--- config.mk ---
export PLATFORM = sky130hd
export DESIGN_NAME = ilv_accum
export DESIGN_NICKNAME = d
export VERILOG_FILES = /design/src/rtl/ilv_accum_pkg.sv /design/src/rtl/acc_pipe_add.sv /design/src/rtl/acc_ctrl.sv /design/src/rtl/ilv_accum.sv
export SDC_FILE = /design/constraint.sdc
export NUM_CORES = 1
export LEC_CHECK = 0
export ABC_AREA = 1
export BUFFER_PORTS_ARGS = -buffer_cell sky130_fd_sc_hd__buf_2
export CAP_MARGIN = 20
export CORE_MARGIN = 4
export CORE_UTILIZATION = 54
export DETAILED_ROUTE_END_ITERATION = 12
export PLACE_DENSITY = 0.73
export SYNTH_ARGS = -nofsm -noshare
export SYNTH_HDL_FRONTEND = slang
export SYNTH_SLANG_ARGS = --single-unit
--- constraint.sdc ---
create_clock -name clk -period 2.4 [get_ports clk]
set_clock_uncertainty 0.2 [all_clocks]
set_input_delay 0.48 -clock clk [delete_from_list [all_inputs] [get_ports clk]]
set_output_delay 0.48 -clock clk [all_outputs]
set_load 0.05 [all_outputs]
--- src/rtl/ilv_accum_pkg.sv ---
package ilv_accum_pkg;

  typedef enum logic {
    ST_FILL  = 1'b0,  // taking stream elements
    ST_MERGE = 1'b1   // folding residual partial sums
  } acc_phase_e;

endpackage

--- src/rtl/acc_pipe_add.sv ---
// Multi-cycle two's-complement adder: the sum is formed in the first stage
// and walks through LAT-1 delay registers. A valid bit travels with each
// slot. Only the valid bits are reset; data registers need no reset, so a
// tool may map the delay chain onto shift-register primitives.
module acc_pipe_add #(
  parameter int W   = 32,
  parameter int LAT = 4
) (
  input  logic         clk,
  input  logic         rst,
  input  logic         add_v,
  input  logic [W-1:0] add_a,
  input  logic [W-1:0] add_b,
  output logic         res_v,
  output logic [W-1:0] res_d
);

  logic [W-1:0] stg_d [LAT];
  logic [LAT-1:0] stg_v;

  always_ff @(posedge clk) begin
    stg_d[0] <= add_a + add_b;
    for (int s = 1; s < LAT; s++) begin
      stg_d[s] <= stg_d[s-1];
    end
  end

  always_ff @(posedge clk) begin
    if (rst) begin
      stg_v <= '0;
    end else begin
      stg_v[0] <= add_v;
      for (int s = 1; s < LAT; s++) begin
        stg_v[s] <= stg_v[s-1];
      end
    end
  end

  assign res_v = stg_v[LAT-1];
  assign res_d = stg_d[LAT-1];

endmodule

--- src/rtl/acc_ctrl.sv ---
// Operand steering, live-value bookkeeping and the merge sequence.
module acc_ctrl
  import ilv_accum_pkg::*;
#(
  parameter int W   = 32,
  parameter int LAT = 4,
  parameter int CW  = 3
) (
  input  logic         clk,
  input  logic         rst,
  input  logic         in_valid,
  input  logic [W-1:0] in_data,
  input  logic         in_last,
  output logic         in_ready,
  input  logic         res_v,
  input  logic [W-1:0] res_d,
  output logic         add_v,
  output logic [W-1:0] add_a,
  output logic [W-1:0] add_b,
  output logic         out_valid,
  output logic [W-1:0] out_sum
);

  acc_phase_e   phase_q;
  logic [CW-1:0] live_q;    // valid slots in the loop while filling
  logic [CW-1:0] left_q;    // values still to fold while merging
  logic [W-1:0]  park_q;    // partial waiting for a partner
  logic          park_v_q;
  logic          take;
  logic [CW-1:0] live_nxt;

  assign in_ready = (phase_q == ST_FILL);
  assign take     = in_valid && in_ready;
  assign live_nxt = live_q + CW'(1) - CW'(res_v);

  always_comb begin
    add_v = 1'b0;
    add_a = '0;
    add_b = '0;
    if (phase_q == ST_FILL) begin
      // every fill cycle launches a slot; empty slots feed back as zero
      add_v = 1'b1;
      add_a = take  ? in_data : '0;
      add_b = res_v ? res_d   : '0;
    end else if (res_v && park_v_q) begin
      add_v = 1'b1;
      add_a = park_q;
      add_b = res_d;
    end
  end

  always_ff @(posedge clk) begin
    if (rst) begin
      phase_q   <= ST_FILL;
      live_q    <= '0;
      left_q    <= '0;
      park_q    <= '0;
      park_v_q  <= 1'b0;
      out_valid <= 1'b0;
      out_sum   <= '0;
    end else begin
      out_valid <= 1'b0;
      case (phase_q)
        ST_FILL: begin
          live_q <= live_nxt;
          if (take && in_last) begin
            phase_q <= ST_MERGE;
            left_q  <= live_nxt;
          end
        end
        default: begin
          if (res_v) begin
            if (park_v_q) begin
              park_v_q <= 1'b0;
              left_q   <= left_q - CW'(1);
            end else if (left_q == CW'(1)) begin
              out_sum   <= res_d;
              out_valid <= 1'b1;
              phase_q   <= ST_FILL;
              live_q    <= '0;
            end else begin
              park_q   <= res_d;
              park_v_q <= 1'b1;
            end
          end
        end
      endcase
    end
  end

endmodule

--- src/rtl/ilv_accum.sv ---
module ilv_accum #(
  parameter int DATA_W  = 32,
  parameter int ADD_LAT = 4
) (
  input  logic              clk,
  input  logic              rst,
  input  logic              in_valid,
  input  logic [DATA_W-1:0] in_data,
  input  logic              in_last,
  output logic              in_ready,
  output logic              out_valid,
  output logic [DATA_W-1:0] out_sum
);

  localparam int CNT_W = $clog2(ADD_LAT + 1);

  logic              add_v;
  logic [DATA_W-1:0] add_a;
  logic [DATA_W-1:0] add_b;
  logic              res_v;
  logic [DATA_W-1:0] res_d;

  acc_pipe_add #(
    .W   (DATA_W),
    .LAT (ADD_LAT)
  ) u_add (
    .clk   (clk),
    .rst   (rst),
    .add_v (add_v),
    .add_a (add_a),
    .add_b (add_b),
    .res_v (res_v),
    .res_d (res_d)
  );

  acc_ctrl #(
    .W   (DATA_W),
    .LAT (ADD_LAT),
    .CW  (CNT_W)
  ) u_ctrl (
    .clk       (clk),
    .rst       (rst),
    .in_valid  (in_valid),
    .in_data   (in_data),
    .in_last   (in_last),
    .in_ready  (in_ready),
    .res_v     (res_v),
    .res_d     (res_d),
    .add_v     (add_v),
    .add_a     (add_a),
    .add_b     (add_b),
    .out_valid (out_valid),
    .out_sum   (out_sum)
  );

endmodule

## Yosys cells after proc, flatten, opt, wreduce, memory -nomap -nowiden

Memory sizes are Yosys's and may differ from the RTL's.
Index checks and enable logic that the tools add are counted.

- Input port bits: 36
- Memories: 1
- Logic and storage cells: 55
- Memory bits (read-only): 0
- Bits in writable memories: 128
- Output and inout port bits: 34
- Register bits after elaboration: 77
- Bits in latches: 0

Memory list:

| name | words | bits a word | read ports | clocked after Yosys merged registers in | wr ports | RTL line | source |
|---|---|---|---|---|---|---|---|
| u_add.stg_d | 4 | 32 | 4 | 0 | 4 | acc_pipe_add.sv:18 | `logic [W-1:0] stg_d [LAT];` |

- Add/sub/neg operators: 4
- $mul: 0
- Equal/unequal tests: 5
- Div/mod/pow operators: 0
- Bitwise operators: 4
- Reduce and logical (&&, ||, !) cells: 10
- Shift-type cells: 0
- Muxes and demuxes: 23
- Order comparisons: 0

Operators by type and width:

| cell | count |
|---|---|
| two-way mux 32 bit | 6 |
| adder 32 bit | 1 |
| two-way mux 3 bit | 8 |
| two-way mux 1 bit | 9 |
| inequality test 2 bit (second input constant) | 4 |
| AND reduction 4 bit | 2 |
| AND reduction 3 bit | 2 |
| inverter 1 bit | 4 |
| OR reduction 4 bit | 1 |
| adder 3 x 1 -> 3 bit (second input constant) | 1 |
| equality test 3 x 1 -> 1 bit (second input constant) | 1 |
| logical AND 1 bit | 3 |
| subtractor 3 x 1 -> 3 bit | 1 |
| subtractor 3 x 1 -> 3 bit (second input constant) | 1 |
| AND reduction 2 bit | 1 |
| nonzero test 2 bit | 1 |

## Depth between registers and ports, before layout

- Depth in word-level cells: 5
- Gate-level depth with buffers: 18
- Depth with buffers taken out: 17

## Hierarchy

A second synthesis with hierarchy kept.

- Cell total of the unflattened synthesis: 1,196
- Area, all modules: 8,544.4 µm²

Modules (own cells, without submodules):

| module | instances | seq. area each (µm²) | area each (µm²) | cells an instance |
|---|---|---|---|---|
| acc_pipe_add | 1 | 2,642.5 | 4,996.0 | 631 |
| acc_ctrl | 1 | 1,461.4 | 3,548.4 | 565 |

## Worst setup path after synthesis

Ideal clock, no wire load.

- Kind: register to register
- Start: reg u_ctrl.phase_q
- End: mem u_add.stg_d[0][28]
- Data required time: 2.088 ns
- Library setup time: 0.112 ns
- Arrival time: 2.462 ns
- Stages on the path, launching flop included: 18
- Path buffers: 1
- Slack: -0.374 ns
- Clock period less this slack: 2.774 ns
- Cell sequence: dfxtp_1 inv_2 nand2_2 inv_2 clkbuf_1 nand2_1 o21ai_0 ha_1 inv_1 fa_1 inv_1 nand3_1 nand3_1 nand3_1 nand3_1 nand2_1 nand3_1 nand2_1

RTL lines:

| item | RTL line | source |
|---|---|---|
| start, declared | acc_ctrl.sv:24 | `acc_phase_e phase_q;` |
| start signal, assigned | acc_ctrl.sv:54 | `phase_q <= ST_FILL;` |
| start signal, assigned | acc_ctrl.sv:67 | `phase_q <= ST_MERGE;` |
| start signal, assigned | acc_ctrl.sv:79 | `phase_q <= ST_FILL;` |
| end, declared | acc_pipe_add.sv:18 |  |

==> impl_results.md <==
* Max Clk Rate at 401 MHz
* Placeable Area at 15200 um2
* Core Util, Final at 71.4%
* Clk slew on worst S/H paths at 60 ps
* Global-route wire length before repair at 34.0 mm
* Failing checks: negative setup slack
* Slew headroom at 73.5%
* Final Hold Fails at 0
* Number of global-route vias before repair at 7023
* DRC viols at 0
* Worst-Margin Slew at 395 ps
* Gpl congestion at 0.906
* Max Slew Vio Count at 0
* N_diodes at 0
* Max-cap viol count at 0
* Post-DP Area at 9420 um2
* RSZ-0062 raised after global routing: yes
* Finished Layout Cells at 1484
* Status: finished, violations left
* DR vias at 7467
* Total wire length at 22.0 mm
* Peak VDD IR at 0.424 mV
* Pre-CTS setup slack at -279 ps
* Latest clock arrival within the worst-skew pair at 490 ps
* Top Ports at 70
* Worst path cell trace: buf_6, inv_8, nand2_4, inv_8, buf_8, nand2_1, o21ai_1, ha_1, nand2_1, nand2_1, a21oi_2, nand2_2, nand2_1, nand2_2, nand2_1, nand2_1, nand2_1, nand2_1
* Area growth, synth to finish at 29.8%
* Initial DRC count at 552
* GR Overflow Total at 0
* Max FO, Critical Path at 6
* Post-DP HPWL at 15.0 mm
* EDFF count, synth at 0
* Yosys reg bits at 205
* Final WS setup at -91.4 ps
* Post-synth cell types at 30
* Rows at 45
* WL/cell at 14.8 um
* Final Cell Area at 10800 um2
* Hold Path Class: input pin to flip-flop
* Most used DFF post-synth: dfxtp_1
* Count leader, synth: nand2_1
* Vias per cell at 5.03
* Share of the synthesized area in the top cell type at 49.1%
* Synth area leader: dfxtp_1
* Placed instance count at 1419
* Top post-synthesis cells by area: dfxtp_1, nand2_1, inv_1
* Startpoint Class: flip-flop
* Pwr dens at 682 nW/um2
* Die height at 132 um
* Critical Path Sink Type: flip-flop
* Design Power at 7.40 mW
* Hold Slack at 87.3 ps
* Port bufs at 69
* Avg Cell Area, Syn at 7.47 um2
* CTS HTree Levels at 1
* Die ar. at 17500 um2
* Initial antenna violation count at 0
* Layout cells sized above 1 at 26.6%
* Minimum clock period after layout at 2490 ps
* Yosys Warn Count at 0
* Global Route Usage Sum at 23.4%
* # nets final at 1354
* Die X-Extent at 132 um
* Slowest stage cell, crit path: dfxtp_4
* Worst EP arrival at 2660 ps
* Antenna Nets Post-Route at 0
* Fillers at 1164
* Setup TNS at -881 ps
* Num CTS Buffers at 21
* Net Count, Synth at 1191
* Clock root buffer: clkbuf_16
* Register area share after synthesis at 49.1%
* Syn Inst Count at 1119
* CTS tree: built
* FFs w/ async S/R, synth at 0%
* Leakage at 5.32 nW
* CP dominant cell by count: nand2_1
* TritonRoute pass-1 iters at 5
* CTS Sinks at 205
* Pin count of the biggest net entering global routing at 66
* Final Cycle Share at 104%
* Final setup viols at 20
* Slowest cell delay on critical path at 380 ps
* Setup CP Type: flip-flop to flip-flop
* Initial Utilization at 55.0%
* CTS max path bufs at 3
* Cell Area, Synth at 8360 um2
* WP data required at 2570 ps
* CTS Hold Bufs at 0
* Synth cell count leaders: nand2_1, dfxtp_1, inv_1
[area by class of cell]
class | instances | area [um2] | share of cell area [%]
inverter | 199 | 769 | 7.09
sequential | 205 | 4110 | 37.9
clock inverter | 11 | 95.1 | 0.876
clock buffer | 26 | 584 | 5.39
tap | 188 | 235 | 2.17
timing repair buffer | 175 | 1260 | 11.6
multi-input combinational | 680 | 3790 | 35.0
[layout by cell type (no fill, tap or decap), drive strengths merged, types with 3 or more instances in the layout]
cell / Yosys / routed
ha: 35 / 35
o21bai: 3 / 3
buf: 14 / 173
nor2: 79 / 79
nand2: 305 / 305
o21ai: 102 / 102
nand3: 31 / 31
clkinv: 0 / 7
inv: 199 / 200
nand4: 5 / 5
xor2: 14 / 14
dfxtp: 205 / 205
clkbuf: 21 / 28
a21oi: 94 / 94
[worst max-delay path: cells and delay by family, from the launching register on]
kind / cells / cell delay, ps
flip-flops: 1 / 380
AND/OR/NAND/NOR: 11 / 890
adder cells (fa/ha/maj): 1 / 350
buffers and inverters: 4 / 330
AO/OA/AOI/OAI: 2 / 220
[kinds of logic (layout without fill, tap and decap cells)]
logic type      count (synthesis)  after routing  share of synthesized area (%)
simple gates                  424            424                           20.0
fa+ha+maj                      36             36                           5.48
compound gates                204            204                           12.5
buf+inv                       234            411                           11.2
xor+xnor                       16             16                           1.68
flops                         205            205                           49.1
[sequential cells by signal, summed over array words and instances (netlist names)]
signal and flops:
u_add.stg_d 128, u_ctrl.out_sum 32, u_ctrl.park_q 32, u_add.stg_v 4, u_ctrl.left_q 3, u_ctrl.live_q 3, u_ctrl.out_valid 1, u_ctrl.park_v_q 1
u_ctrl.phase_q 1
[worst paths after layout]
path                         startpoint                          to  slack [ps]  depth (start not counted)
max           u_ctrl.phase_q$_SDFF_PP0_  u_add.stg_d[0][23]$_DFF_P_         -90                         18
min                             in_last   u_ctrl.phase_q$_SDFF_PP0_          90                          3
max reg2reg   u_ctrl.phase_q$_SDFF_PP0_  u_add.stg_d[0][23]$_DFF_P_         -90                         18
min reg2reg  u_add.stg_d[0][15]$_DFF_P_  u_add.stg_d[1][15]$_DFF_P_         120                          0
[power by group]
group	internal, mW	total [mW]	switching (mW)
combinational	0.253	0.558	0.305
sequential	3.58	3.66	0.0854
clock	1.85	3.17	1.33
total	5.68	7.40	1.72
[what timing repair did]
item                       CTS  global route
cloned                       0             2
buffers inserted            12            14
pin swaps                   18            25
gates resized for setup     60           102
setup endpoints to repair   26            27
[layer usage]
| metal | global-route usage [%] | wire [um] |
|---|---|---|
| met4 | 6.29 | 452 |
| met1 | 33.4 | 9920 |
| met5 | 0 | 0 |
| met3 | 3.09 | 1410 |
| met2 | 37.5 | 10200 |
Power figures use the tool's default switching activity.
